**src/rtl/burst_seq_pkg.sv**
```systemverilog
package burst_seq_pkg;

    // Burst length is four beats, so the beat field is two bits.
    localparam int BEAT_W = 2;

    typedef enum logic [1:0] {
        CMD_HOLD = 2'd0,
        CMD_LOAD = 2'd1,
        CMD_STEP = 2'd2
    } seq_cmd_e;

endpackage

```
**src/rtl/burst_cmd_decode.sv**
```systemverilog
module burst_cmd_decode
    import burst_seq_pkg::*;
(
    input  logic     en,
    input  logic     start_a_n,
    input  logic     start_b_n,
    input  logic     step_n,
    output seq_cmd_e cmd
);

    logic any_start;

    assign any_start = ~start_a_n | ~start_b_n;

    // A capture strobe wins over a step in the same cycle.
    always_comb begin
        if (!en) begin
            cmd = CMD_HOLD;
        end else if (any_start) begin
            cmd = CMD_LOAD;
        end else if (!step_n) begin
            cmd = CMD_STEP;
        end else begin
            cmd = CMD_HOLD;
        end
    end

endmodule

```
**src/rtl/burst_beat_order.sv**
```systemverilog
module burst_beat_order #(
    parameter int BW = 2
) (
    input  logic [BW-1:0] start_bits,
    input  logic [BW-1:0] beat,
    input  logic          xor_mode,
    output logic [BW-1:0] low_bits
);

    logic [BW-1:0] lin_bits;
    logic [BW-1:0] xor_bits;

    // Modulo 2**BW wrap comes from the truncated sum.
    assign lin_bits = BW'(start_bits + beat);

    // Bitwise XOR ordering, one gate per bit.
    for (genvar i = 0; i < BW; i++) begin : g_xor
        assign xor_bits[i] = start_bits[i] ^ beat[i];
    end

    assign low_bits = xor_mode ? xor_bits : lin_bits;

endmodule

```
**src/rtl/burst_addr_seq.sv**
```systemverilog
module burst_addr_seq
    import burst_seq_pkg::*;
#(
    parameter int ADDR_W = 20
) (
    input  logic              clk,
    input  logic              rst_n,
    input  logic              en,
    input  logic              start_a_n,
    input  logic              start_b_n,
    input  logic              step_n,
    input  logic              order_n,
    input  logic [ADDR_W-1:0] addr_in,
    output logic [ADDR_W-1:0] addr_out,
    output logic [BEAT_W-1:0] beat_idx
);

    localparam int UP_W = ADDR_W - BEAT_W;
    localparam logic [BEAT_W-1:0] BEAT_ONE = BEAT_W'(1);

    typedef struct packed {
        logic [UP_W-1:0]   upper;
        logic [BEAT_W-1:0] start;
        logic [BEAT_W-1:0] beat;
        logic              xor_mode;
    } seq_state_t;

    seq_state_t    s_d, s_q;
    seq_cmd_e      cmd;
    logic [BEAT_W-1:0] low_bits;

    burst_cmd_decode u_dec (
        .en        (en),
        .start_a_n (start_a_n),
        .start_b_n (start_b_n),
        .step_n    (step_n),
        .cmd       (cmd)
    );

    always_comb begin
        s_d = s_q;
        unique case (cmd)
            CMD_LOAD: begin
                s_d.upper    = addr_in[ADDR_W-1:BEAT_W];
                s_d.start    = addr_in[BEAT_W-1:0];
                s_d.beat     = '0;
                s_d.xor_mode = order_n;
            end
            CMD_STEP: begin
                s_d.beat = BEAT_W'(s_q.beat + BEAT_ONE);
            end
            default: begin
            end
        endcase
    end

    always_ff @(posedge clk or negedge rst_n) begin
        if (!rst_n) begin
            s_q <= '0;
        end else begin
            s_q <= s_d;
        end
    end

    burst_beat_order #(.BW(BEAT_W)) u_order (
        .start_bits (s_q.start),
        .beat       (s_q.beat),
        .xor_mode   (s_q.xor_mode),
        .low_bits   (low_bits)
    );

    assign addr_out = {s_q.upper, low_bits};
    assign beat_idx = s_q.beat;

endmodule

```
**config.mk**
```make
export PLATFORM = sky130hd
export DESIGN_NAME = burst_addr_seq
export DESIGN_NICKNAME = d
export VERILOG_FILES = /design/src/rtl/burst_seq_pkg.sv /design/src/rtl/burst_cmd_decode.sv /design/src/rtl/burst_beat_order.sv /design/src/rtl/burst_addr_seq.sv
export SDC_FILE = /design/constraint.sdc
export NUM_CORES = 1
export LEC_CHECK = 0
export ABC_CLOCK_PERIOD_IN_PS = 2320
export BUFFER_PORTS_ARGS = -buffer_cell sky130_fd_sc_hd__buf_2
export CAP_MARGIN = 20
export CORE_MARGIN = 2
export CORE_UTILIZATION = 45
export CTS_BUF_LIST = sky130_fd_sc_hd__clkbuf_2
export DETAILED_ROUTE_END_ITERATION = 6
export MAX_ROUTING_LAYER = met4
export PLACE_DENSITY = 0.79
export RECOVER_POWER = 100
export SLEW_MARGIN = 15
export SYNTH_ARGS = -nofsm -noshare
export SYNTH_HDL_FRONTEND = slang
export SYNTH_SLANG_ARGS = --single-unit
```
**constraint.sdc**
```tcl
create_clock -name clk -period 2.32 [get_ports clk]
set_input_delay 0.232 -clock clk [delete_from_list [all_inputs] [get_ports clk]]
set_output_delay 0.232 -clock clk [all_outputs]
set_load 0.01 [all_outputs]
```
==> out/results.txt <==
part of the Yosys area used for sequential elements: 48.27%
DRT met1 WL: 764 µm
row count: 18
most frequent cell after synthesis: dfrtp_1
Crit path largest cell delay: 470 ps
# diodes: 0
Slowest-stage cell, CP: dfrtp_1
XOR/XNOR Fraction of Synth Area: 1.469%
Tot GR Track Use: 14.18%
CP max FO: 5
Mapped Area: 1192 µm²
number of max-cap violations: 0
Worst IR Drop VDD: 0.2779 mV
DIE WIDTH: 55.48 µm
DR DRC count: 0
status: completed
R2R Path End: beat_idx[1]
HP Class: in2reg
final setup skew: 0.1069 ps
main combinational cell family by area after synthesis: multiplexers
CTS buffer count: 3
CP Class: reg2out
nets: 148
PostCTS Resize Cnt: 0
leakage power: 0.5676 nW
Final min period: 1672 ps
Final Hold Fails: 0
Synth Register Bits: 23
R2R Setup Slk: 1470 ps
PnR worst setup slack: 648.3 ps
synth warn: 0
WL per Instance: 13.01 µm
Startpoint Class: flip-flop
vias per cell: 4.701
post-synth cell types: 17
Max Used Layer: met4
Async SR Flop Fraction: 100.0%
cell family with most CP delay: flip-flops
RD Place Congestion: 0.7347
Worst Max-Slew Pin Slew: 1226 ps
Compound-Gate Fraction of Synth Area: 1.049%
Num Clock Sinks: 23
final core occ: 49.40%
Worst-path clk slew: 200 ps
worst hold slack: 113.1 ps
number of flops mapped to enable cells by yosys: 0
Area Overhead vs Synth: 3.567%
via count: 691
Die Y: 55.48 µm
Max Slew Vio Count: 0
arrival time at the worst endpoint: 1440 ps
Final setup viols: 0
HP Start: addr_in[15]
worst hold endpoint: addr_out[15]
Initial Util: 47.70%
Inst Count DP: 142
initial antenna violation count: 0
H-tree level count: 1
r2r worst-path depth: 2
met3 routed WL: 91 µm
CP cell instances: ha_1 > nor2b_1 > xnor2_1 > clkbuf_1
I/O pin count: 49
reg2reg start: beat_idx[0]
TNS Setup: 0 ps
WHS Path Cells: 2
RSZ-0062 raised after global routing: no
HPWL Detailed: 1477 µm
first-pass GRT wire length: 3298 µm
Synth Flop Type: dfrtp_1
dominant cell type by area after synthesis: dfrtp_1
crit end category: output pin
worst setup slack after placement: 885.8 ps
CTS Root Cell: clkbuf_2
core area: 2500 µm²
drt total wl: 1913 µm
Worst-Skew Late Latency: 320 ps
layout cells sized above 1: 27.35%
DRC violation total after the first TritonRoute iteration: 9
CTS tree: yes
vias in the first global route: 744
Rel. slew slack: 18.25%
Port Buf Inserts: 48
Area contributors post-synth: dfrtp_1, mux2_4, buf_4
Syn Inst Count: 85
remaining global-route overflow: 0
area share of fa/ha/maj cells after synthesis: 3.148%
Antenna Nets Post-Route: 0
WP buf/inv: 1
post-synth net total: 115
mux contribution to synthesized area: 26.13%
die area: 3077 µm²
Finished Layout Cells: 147
top cell type's share of synthesized area: 48.27%
routed wl met2: 1030 µm
Max clock buf depth: 2
synthesized area per cell: 14.03 µm²
PwrDens: 658.4 nW/µm²
Crit path required time: 2090 ps
drt pass-1 iters: 3
f_max: 598.2 MHz
top cells by instance count after synthesis: dfrtp_1, buf_4, mux2_4
largest net degree at the start of global routing: 24
Post-Synth Simple-Gate Area: 4.512%
final worst-path cycle share: 72.05%
worst max path at each step:
stage	from	endpoint	slack, ps	depth (start not counted)
finish	beat_idx[0]	addr_out[1]	650	4
global route	beat_idx[0]	addr_out[1]	510	4
CTS	beat_idx[0]	addr_out[1]	640	4
detailed placement	start_a_n	addr_out[7]	890	6
floorplan	start_a_n	addr_out[10]	1090	5
global placement	start_a_n	addr_out[2]	940	6
power breakdown:
part	switching, W	internal (W)	total, W
registers	0.0000281	0.000455	0.000483
logic	0.0000889	0.0000831	0.000172
clock network	0.000113	0.0000456	0.000158
total	0.000230	0.000583	0.000813
placed cells by master (no fill, tap or decap), drive strengths merged:
cell type,netlist,final
dfrtp,23,23
o21ai,1,1
nand2,4,4
nand4b,1,1
mux2,21,21
nand4bb,1,1
dlygate4sd3,0,1
nand2b,1,1
buf,22,25
o211ai,1,1
nor2b,1,1
clkbuf,1,29
and2,1,1
xnor2,2,2
ha,3,3
inv,2,2
flip-flops by register name, summed over array words and instances (netlist names):
signal	cells
addr_out	18
s_q	3
beat_idx	2
routing by layer:
layer / vias up / GRT usage [%]
met2: 20 / 23.64
li1: 326 / -
met5: - / -
met3: 2 / 3.044
met4: 0 / 8.362
met1: 343 / 15.49
cell type report:
cell class	count	area (µm²)
Timing Repair Buffer	51	229.0
Inverter	2	7.507
Fill cell	277	1265
Tap cell	30	37.54
Clock buffer	4	20.02
Multi-Input combinational cell	37	365.4
Sequential cell	23	575.6
kinds of logic (layout without fill, tap and decap cells):
logic type	Yosys count	after routing
AND/OR/NAND/NOR	9	9
AO/OA/AOI/OAI	2	2
XOR/XNOR	2	2
flip-flops	23	23
multiplexers	21	21
buffers and inverters	25	57
adder cells (fa/ha/maj)	3	3
metrics by stage:
stage               area (µm²)  total power, W
floorplan                 1192       0.0006955
global placement          1309       0.0007182
detailed placement        1309       0.0007261
CTS                       1339       0.0008904
global route              1235       0.0008743
finish                    1235       0.0008130
repair_timing:
item,CTS,global route
endpoints found under the setup margin,0,0
endpoints found under the hold margin,23,0
setup buffers,0,0
hold buffers,1,0
No activity file was read; power rests on OpenSTA's default activity.
